**src/rtl/fifo_trig_pkg.sv**
```systemverilog
package fifo_trig_pkg;
   // a field value N encodes a level of N << STEP_SHIFT
   localparam int STEP_SHIFT = 3;
   localparam int DIR_TX = 0;
   localparam int DIR_RX = 1;
   localparam int NUM_DIR = 2;
   // coarse fallback levels, indexed by the 2-bit select code
   localparam int RX_LEG0 = 1;
   localparam int TX_LEG0 = 8;
   localparam int LEG1 = 16;
   localparam int LEG2 = 32;
   localparam int LEG3 = 56;
   localparam int MAX_LEGACY = LEG3;
endpackage

```
**src/rtl/fifo_trig_cfg_reg.sv**
```systemverilog
module fifo_trig_cfg_reg #(
   parameter int FIELD_W = 4,
   localparam int REG_W = 2 * FIELD_W
) (
   input  logic             clk,
   input  logic             rst_n,
   input  logic             wr_en,
   input  logic [REG_W-1:0] wr_data,
   input  logic             feat_en,
   input  logic             mode_en,
   output logic [REG_W-1:0] cfg_q
);
   logic wr_ok;
   assign wr_ok = wr_en && feat_en && mode_en;

   always_ff @(posedge clk or negedge rst_n) begin
      if (!rst_n)     cfg_q <= '0;
      else if (wr_ok) cfg_q <= wr_data;
   end
endmodule

```
**src/rtl/fifo_trig_level.sv**
```systemverilog
module fifo_trig_level #(
   parameter int FIELD_W = 4,
   parameter int CNT_W = 8,
   parameter bit IS_RX = 1'b0
) (
   input  logic [FIELD_W-1:0] field,
   input  logic [1:0]         legacy_sel,
   output logic [CNT_W-1:0]   level
);
   import fifo_trig_pkg::*;

   logic [CNT_W-1:0] legacy_lvl;
   logic [CNT_W-1:0] prog_lvl;

   generate
      if (IS_RX) begin : g_rx_table
         always_comb begin
            unique case (legacy_sel)
               2'd0: legacy_lvl = CNT_W'(RX_LEG0);
               2'd1: legacy_lvl = CNT_W'(LEG1);
               2'd2: legacy_lvl = CNT_W'(LEG2);
               default: legacy_lvl = CNT_W'(LEG3);
            endcase
         end
      end else begin : g_tx_table
         always_comb begin
            unique case (legacy_sel)
               2'd0: legacy_lvl = CNT_W'(TX_LEG0);
               2'd1: legacy_lvl = CNT_W'(LEG1);
               2'd2: legacy_lvl = CNT_W'(LEG2);
               default: legacy_lvl = CNT_W'(LEG3);
            endcase
         end
      end
   endgenerate

   assign prog_lvl = CNT_W'(field) << STEP_SHIFT;
   assign level = (field == '0) ? legacy_lvl : prog_lvl;
endmodule

```
**src/rtl/fifo_trig_cmp.sv**
```systemverilog
module fifo_trig_cmp #(
   parameter int CNT_W = 8
) (
   input  logic             clk,
   input  logic             rst_n,
   input  logic [CNT_W-1:0] count,
   input  logic [CNT_W-1:0] level,
   output logic             hit
);
   always_ff @(posedge clk or negedge rst_n) begin
      if (!rst_n) hit <= 1'b0;
      else        hit <= (count >= level);
   end
endmodule

```
**src/rtl/fifo_trig_sel.sv**
```systemverilog
module fifo_trig_sel #(
   parameter int FIELD_W = 4,
   parameter int CNT_W = 8,
   localparam int REG_W = 2 * FIELD_W
) (
   input  logic             clk,
   input  logic             rst_n,
   input  logic [CNT_W-1:0] tx_space,
   input  logic [CNT_W-1:0] rx_fill,
   input  logic             cfg_wr_en,
   input  logic [REG_W-1:0] cfg_wr_data,
   input  logic             feat_en,
   input  logic             mode_en,
   input  logic [1:0]       tx_legacy_sel,
   input  logic [1:0]       rx_legacy_sel,
   output logic             tx_trigger,
   output logic             rx_trigger
);
   import fifo_trig_pkg::*;

   localparam int MIN_CNT_W = FIELD_W + STEP_SHIFT;

   generate
      if (FIELD_W < 1) begin : g_bad_field
         $error("fifo_trig_sel: FIELD_W must be at least 1");
      end
      if (CNT_W < MIN_CNT_W || (2 ** CNT_W) <= MAX_LEGACY) begin : g_bad_cnt
         $error("fifo_trig_sel: CNT_W too narrow for the largest level");
      end
   endgenerate

   logic [REG_W-1:0] cfg_q;
   logic [CNT_W-1:0] tx_level;
   logic [CNT_W-1:0] rx_level;

   logic [NUM_DIR-1:0][CNT_W-1:0]   dir_cnt;
   logic [NUM_DIR-1:0][CNT_W-1:0]   dir_lvl;
   logic [NUM_DIR-1:0][FIELD_W-1:0] dir_field;
   logic [NUM_DIR-1:0][1:0]         dir_sel;
   logic [NUM_DIR-1:0]              dir_hit;

   fifo_trig_cfg_reg #(.FIELD_W(FIELD_W)) u_cfg (
      .clk     (clk),
      .rst_n   (rst_n),
      .wr_en   (cfg_wr_en),
      .wr_data (cfg_wr_data),
      .feat_en (feat_en),
      .mode_en (mode_en),
      .cfg_q   (cfg_q)
   );

   assign dir_cnt[DIR_TX]   = tx_space;
   assign dir_cnt[DIR_RX]   = rx_fill;
   assign dir_field[DIR_TX] = cfg_q[FIELD_W-1:0];
   assign dir_field[DIR_RX] = cfg_q[REG_W-1:FIELD_W];
   assign dir_sel[DIR_TX]   = tx_legacy_sel;
   assign dir_sel[DIR_RX]   = rx_legacy_sel;

   for (genvar d = 0; d < NUM_DIR; d++) begin : g_dir
      fifo_trig_level #(
         .FIELD_W (FIELD_W),
         .CNT_W   (CNT_W),
         .IS_RX   (d == DIR_RX)
      ) u_level (
         .field      (dir_field[d]),
         .legacy_sel (dir_sel[d]),
         .level      (dir_lvl[d])
      );

      fifo_trig_cmp #(.CNT_W(CNT_W)) u_cmp (
         .clk   (clk),
         .rst_n (rst_n),
         .count (dir_cnt[d]),
         .level (dir_lvl[d]),
         .hit   (dir_hit[d])
      );
   end

   assign tx_level   = dir_lvl[DIR_TX];
   assign rx_level   = dir_lvl[DIR_RX];
   assign tx_trigger = dir_hit[DIR_TX];
   assign rx_trigger = dir_hit[DIR_RX];
endmodule

```
**config.mk**
```make
export PLATFORM = sky130hd
export DESIGN_NAME = fifo_trig_sel
export DESIGN_NICKNAME = d
export VERILOG_FILES = /design/src/rtl/fifo_trig_pkg.sv /design/src/rtl/fifo_trig_cfg_reg.sv /design/src/rtl/fifo_trig_level.sv /design/src/rtl/fifo_trig_cmp.sv /design/src/rtl/fifo_trig_sel.sv
export SDC_FILE = /design/constraint.sdc
export NUM_CORES = 1
export LEC_CHECK = 0
export BUFFER_PORTS_ARGS = -buffer_cell sky130_fd_sc_hd__buf_2
export CORE_UTILIZATION = 27
export CTS_CLUSTER_DIAMETER = 30
export CTS_CLUSTER_SIZE = 14
export DETAILED_ROUTE_END_ITERATION = 6
export REMOVE_ABC_BUFFERS = 1
export SETUP_SLACK_MARGIN = 0.2
export SYNTH_ARGS = -nofsm -noshare
export SYNTH_HDL_FRONTEND = slang
export SYNTH_SLANG_ARGS = --single-unit
```
**constraint.sdc**
```tcl
create_clock -name clk -period 2.1 [get_ports clk]
set_input_delay 0.21 -clock clk [delete_from_list [all_inputs] [get_ports clk]]
set_output_delay 0.21 -clock clk [all_outputs]
set_load 0.02 [all_outputs]
```
Yosys cells after proc, flatten, opt, wreduce, memory -nomap -nowiden:

Cells that the tools add are included.

* output and inout port bits: 2
* flip-flop bits (word level): 10

* mux-type cells: 4
* order comparisons: 2
* reduce and logical (&&, ||, !) cells: 6
* equality and inequality tests: 4

Operators with widths (count)
* 6-bit case mux with 3 select lines: 2
* 8-bit by 7-bit greater-or-equal comparator with 1-bit output: 2
* 7-bit 2-to-1 mux: 2
* 4-bit zero test: 2
* 2-bit by 1-bit == test with 1-bit output, second input constant: 2
* 2-bit == test, second input constant: 2
* 2-bit zero test: 2
* 1-bit logical AND: 2

Longest topological paths before layout:

* depth in word-level cells: 4
* mapped depth: 9

Hierarchy:

Synthesis repeated with hierarchy kept, for this count alone.

* cells, all modules: 103
* area, all modules: 977.2 um2

By module, submodules not included
* fifo_trig_cmp: times used 2, sequential area each 25.0 um2, area an instance 222.7 um2, cells each 26
* fifo_trig_cfg_reg: times used 1, sequential area each 200.2 um2, area an instance 307.8 um2, cells each 17
* fifo_trig_level (g_dir[0].u_level): times used 1, sequential area each 0.0 um2, area an instance 127.6 um2, cells each 19
* fifo_trig_level (g_dir[1].u_level): times used 1, sequential area each 0.0 um2, area an instance 96.3 um2, cells each 15

Worst setup path after synthesis:

No wires, ideal clock.

* path type: input to register
* start point: in tx_legacy_sel[0]
* end point: reg g_dir[0].u_cmp.hit
* setup slack: 0.244 ns
* stages: 8
* arrival: 1.717 ns
* library setup time: 0.139 ns
* required time: 1.961 ns
* buffers on the path: 0
* cells stage by stage: inv_1 > ha_1 > nor4b_1 > or2_2 > ha_1 > or4b_1 > a21oi_1 > or4_1

* cells in the longest elaborated chain, start to end: 4

RTL lines
* from (decl): RTL line fifo_trig_sel.sv:14 `input logic [1:0] tx_legacy_sel,`
* 2-bit == test, or another cell as far along: RTL line fifo_trig_level.sv:27 `unique case (legacy_sel)`
* 6-bit case mux with 3 select lines (*): RTL line fifo_trig_level.sv:27
* 7-bit 2-to-1 mux (*): RTL line fifo_trig_level.sv:38 `assign level = (field == '0) ? legacy_lvl : prog_lvl;`
* 8-bit by 7-bit greater-or-equal comparator with 1-bit output (*): RTL line fifo_trig_cmp.sv:12 `else hit <= (count >= level);`
* to (signal assigned): RTL line fifo_trig_cmp.sv:12
* to (decl): RTL line fifo_trig_cmp.sv:8 `output logic hit`

Mark *: on every way between the ends. The rest lies on a longest branch, timed or not.
A chain may end at the register's enable or synchronous reset.

Final worst setup path:

Ends and elaborated chain as after synthesis.

==> metrics.txt <==
CTS Root Cell=clkbuf_4; total power=0.631 mW; arrival time worst endpoint=2050 ps; GRT overflow=0; FF+latch count, synth=10; die width=52.6 microns; antenna violations before repair=0; die area=2770 sq um; Worst path slowest cell=or4b_1; DRT Wirelength=1500 microns; Synth Area in XOR/XNOR=0%; Max Cap Viol=0; initial core utilization=29.8%; Max Fclk=543 MHz; clock sink count=10; num ports=35; PD cells=654 nW/um^2; CTS tree=built; n_diodes=0; via/cell ratio=4.66; Syn Std Cell Area=692 sq um; Crit Path Class=in2reg; # nets final=152; CP cell instances=buf_2, inv_1, ha_1, nor4b_2, or2_2, ha_1, or4b_1, a21oi_2, or4_1; CP peak stage delay=450 ps; main combinational cell family by area after synthesis=adder cells; total negative slack=0 ps; Initial DRC Count=3; vias in the first global route=633; Clock Tree Buf Depth=2; register area share after synthesis=36.2%; most frequent cells in the layout=buf_2, ha_1, dfrtp_1; fin. max-slew vios=0; CP required=2310 ps; Via Count=624; cell mode on critical path=ha_1; die height=52.6 microns; Worst setup EP type=register; commonest non-fill, non-tap cell in the layout=buf_2; # setup viols final=0; total global-route track usage=12.8%; multiplexer share of the synthesized area=13.0%; relative slew slack=74.4%; unrepaired setup endpoints after global routing=true; post-synthesis cell type count=22; pre-CTS setup slack=13.1 ps; fraction of layout cells with a size suffix above 1=49.1%; Area growth syn-to-layout=39.4%; Worst-Margin Slew=383 ps; worst-path fanout max=3; Synth Area in Simple Gates=15.9%; syn avg cell area=10.3 sq um; setup bufs post-CTS=0; CTS H-tree depth=1; post-synthesis adder-cell area fraction=21.7%; Hold/Removal Path Class=in2reg; Row Count=17; pin count of the biggest net entering global routing=11; core area=2320 sq um; Final Hold Slack=140 ps; final hold vios=0; residual DRC count=0; critical path startpoint category=input port; Buffers on Ports=34; routability cong.=0.745; Peak supply drop=0.394 mV; Final period util=87.7%; Synth Warn #=0; CP Buf/Inv Count=2; HPWL after detailed placement=1300 microns; leakage=0.500 nW; CTS clock-pin slew for the worst setup and hold paths=70 ps; delay-heaviest family, CP=simple AND/OR/NAND/NOR gates; First-pass DRT Iterations=4; Tmin final=1840 ps; setup ws final=258 ps; Fin Clk Skew=4.34 ps; Compound-Gate Fraction of Synth Area=8.86%; cell count after synthesis=67; Clock Latency Late Sink=260 ps; outcome=complete, no violations; WL/cell=11.2 microns; DRT antenna net count=0; first-pass GRT wire length=2530 microns; CTS buffer count=3
cells in the mapped netlist:
cell | number | area, sq um
nor4b_1 | 1 | 8.76
dfrtp_1 | 10 | 250
or4b_1 | 1 | 10.0
or2_2 | 1 | 6.26
nand2_1 | 1 | 3.75
nor4_1 | 2 | 12.5
nor2b_1 | 1 | 6.26
mux2_2 | 8 | 90.1
or4_1 | 1 | 7.51
ha_1 | 12 | 150
inv_1 | 8 | 30.0
a211oi_1 | 1 | 7.51
o21ai_0 | 2 | 10.0
and2_0 | 1 | 6.26
a41oi_1 | 1 | 8.76
a21o_1 | 1 | 7.51
a31oi_1 | 2 | 12.5
a21oi_1 | 3 | 15.0
nor3_1 | 2 | 10.0
and4b_1 | 1 | 10.0
nor2_1 | 5 | 18.8
nand3_1 | 2 | 10.0
state kept, by name, indices dropped and copies added, names as in the netlist:
| register | flops |
|---|---|
| u_cfg.cfg_q | 8 |
| g_dir.u_cmp.hit | 2 |
cell families (layout without fill, tap and decap cells):
group / Yosys count / count (layout)
muxes: 8 / 8
buffers and inverters: 8 / 47
DFF: 10 / 10
adders and majority gates: 12 / 12
and+or+nand+nor: 19 / 19
AOI/OAI and AO/OA: 10 / 10
worst reg2reg max path: cells and delay by family (launching register included):
family | cells | cell delay [ps]
simple gates | 4 | 970
fa+ha+maj | 1 | 210
flops | 1 | 410
compound gates | 1 | 50
metrics by stage:
step                cell area (sq um)  std cells  utilization (%)
CTS                               943        134             40.7
global placement                  897        129             38.7
floorplan                         692         67                -
detailed placement                897        129             38.7
global route                      965        134             41.6
finish                            965        134             41.6
power breakdown:
| group | internal, mW | switching [mW] |
|---|---|---|
| clock network | 0.105 | 0.0647 |
| registers | 0.228 | 0.0328 |
| logic | 0.108 | 0.0922 |
| total | 0.441 | 0.190 |
repair_timing:
item	4_1_cts	5_1_grt
endpoints found under the setup margin	0	2
endpoints found under the hold margin	10	0
resized for setup	0	5
hold buffers	1	0
path summary, 6_finish.rpt:
path | end | cells past startpoint | slack [ps] | startpoint
setup / recovery | g_dir[0].u_cmp.hit | 9 | 260 | tx_legacy_sel[0]
hold / removal | g_dir[0].u_cmp.hit | 2 | 140 | tx_space[7]
setup reg to reg | g_dir[0].u_cmp.hit | 6 | 340 | u_cfg.cfg_q[2]
hold reg to reg | u_cfg.cfg_q[6] | 1 | 570 | u_cfg.cfg_q[6]
max in group asynchronous | u_cfg.cfg_q[3] | 2 | 1570 | rst_n
min in group asynchronous | g_dir[0].u_cmp.hit | 2 | 340 | rst_n
layer usage:
metal  track usage, %  part of all wire, %  vias up
met4             1.32                    0        0
li1                 -                    -      321
met1             13.8                   40      292
met5                0                    0        -
met3             5.22                  3.1        0
met2             23.8                   56       11
final cells by class:
cell class	instances	area (sq um)
repair buffers	35	180
multi-input cells	49	433
well taps	28	35.0
fillers	246	1350
flip-flops and latches	10	250
inverters	8	30.0
clock buffers	4	36.3
(Power assumes the default switching activity.)
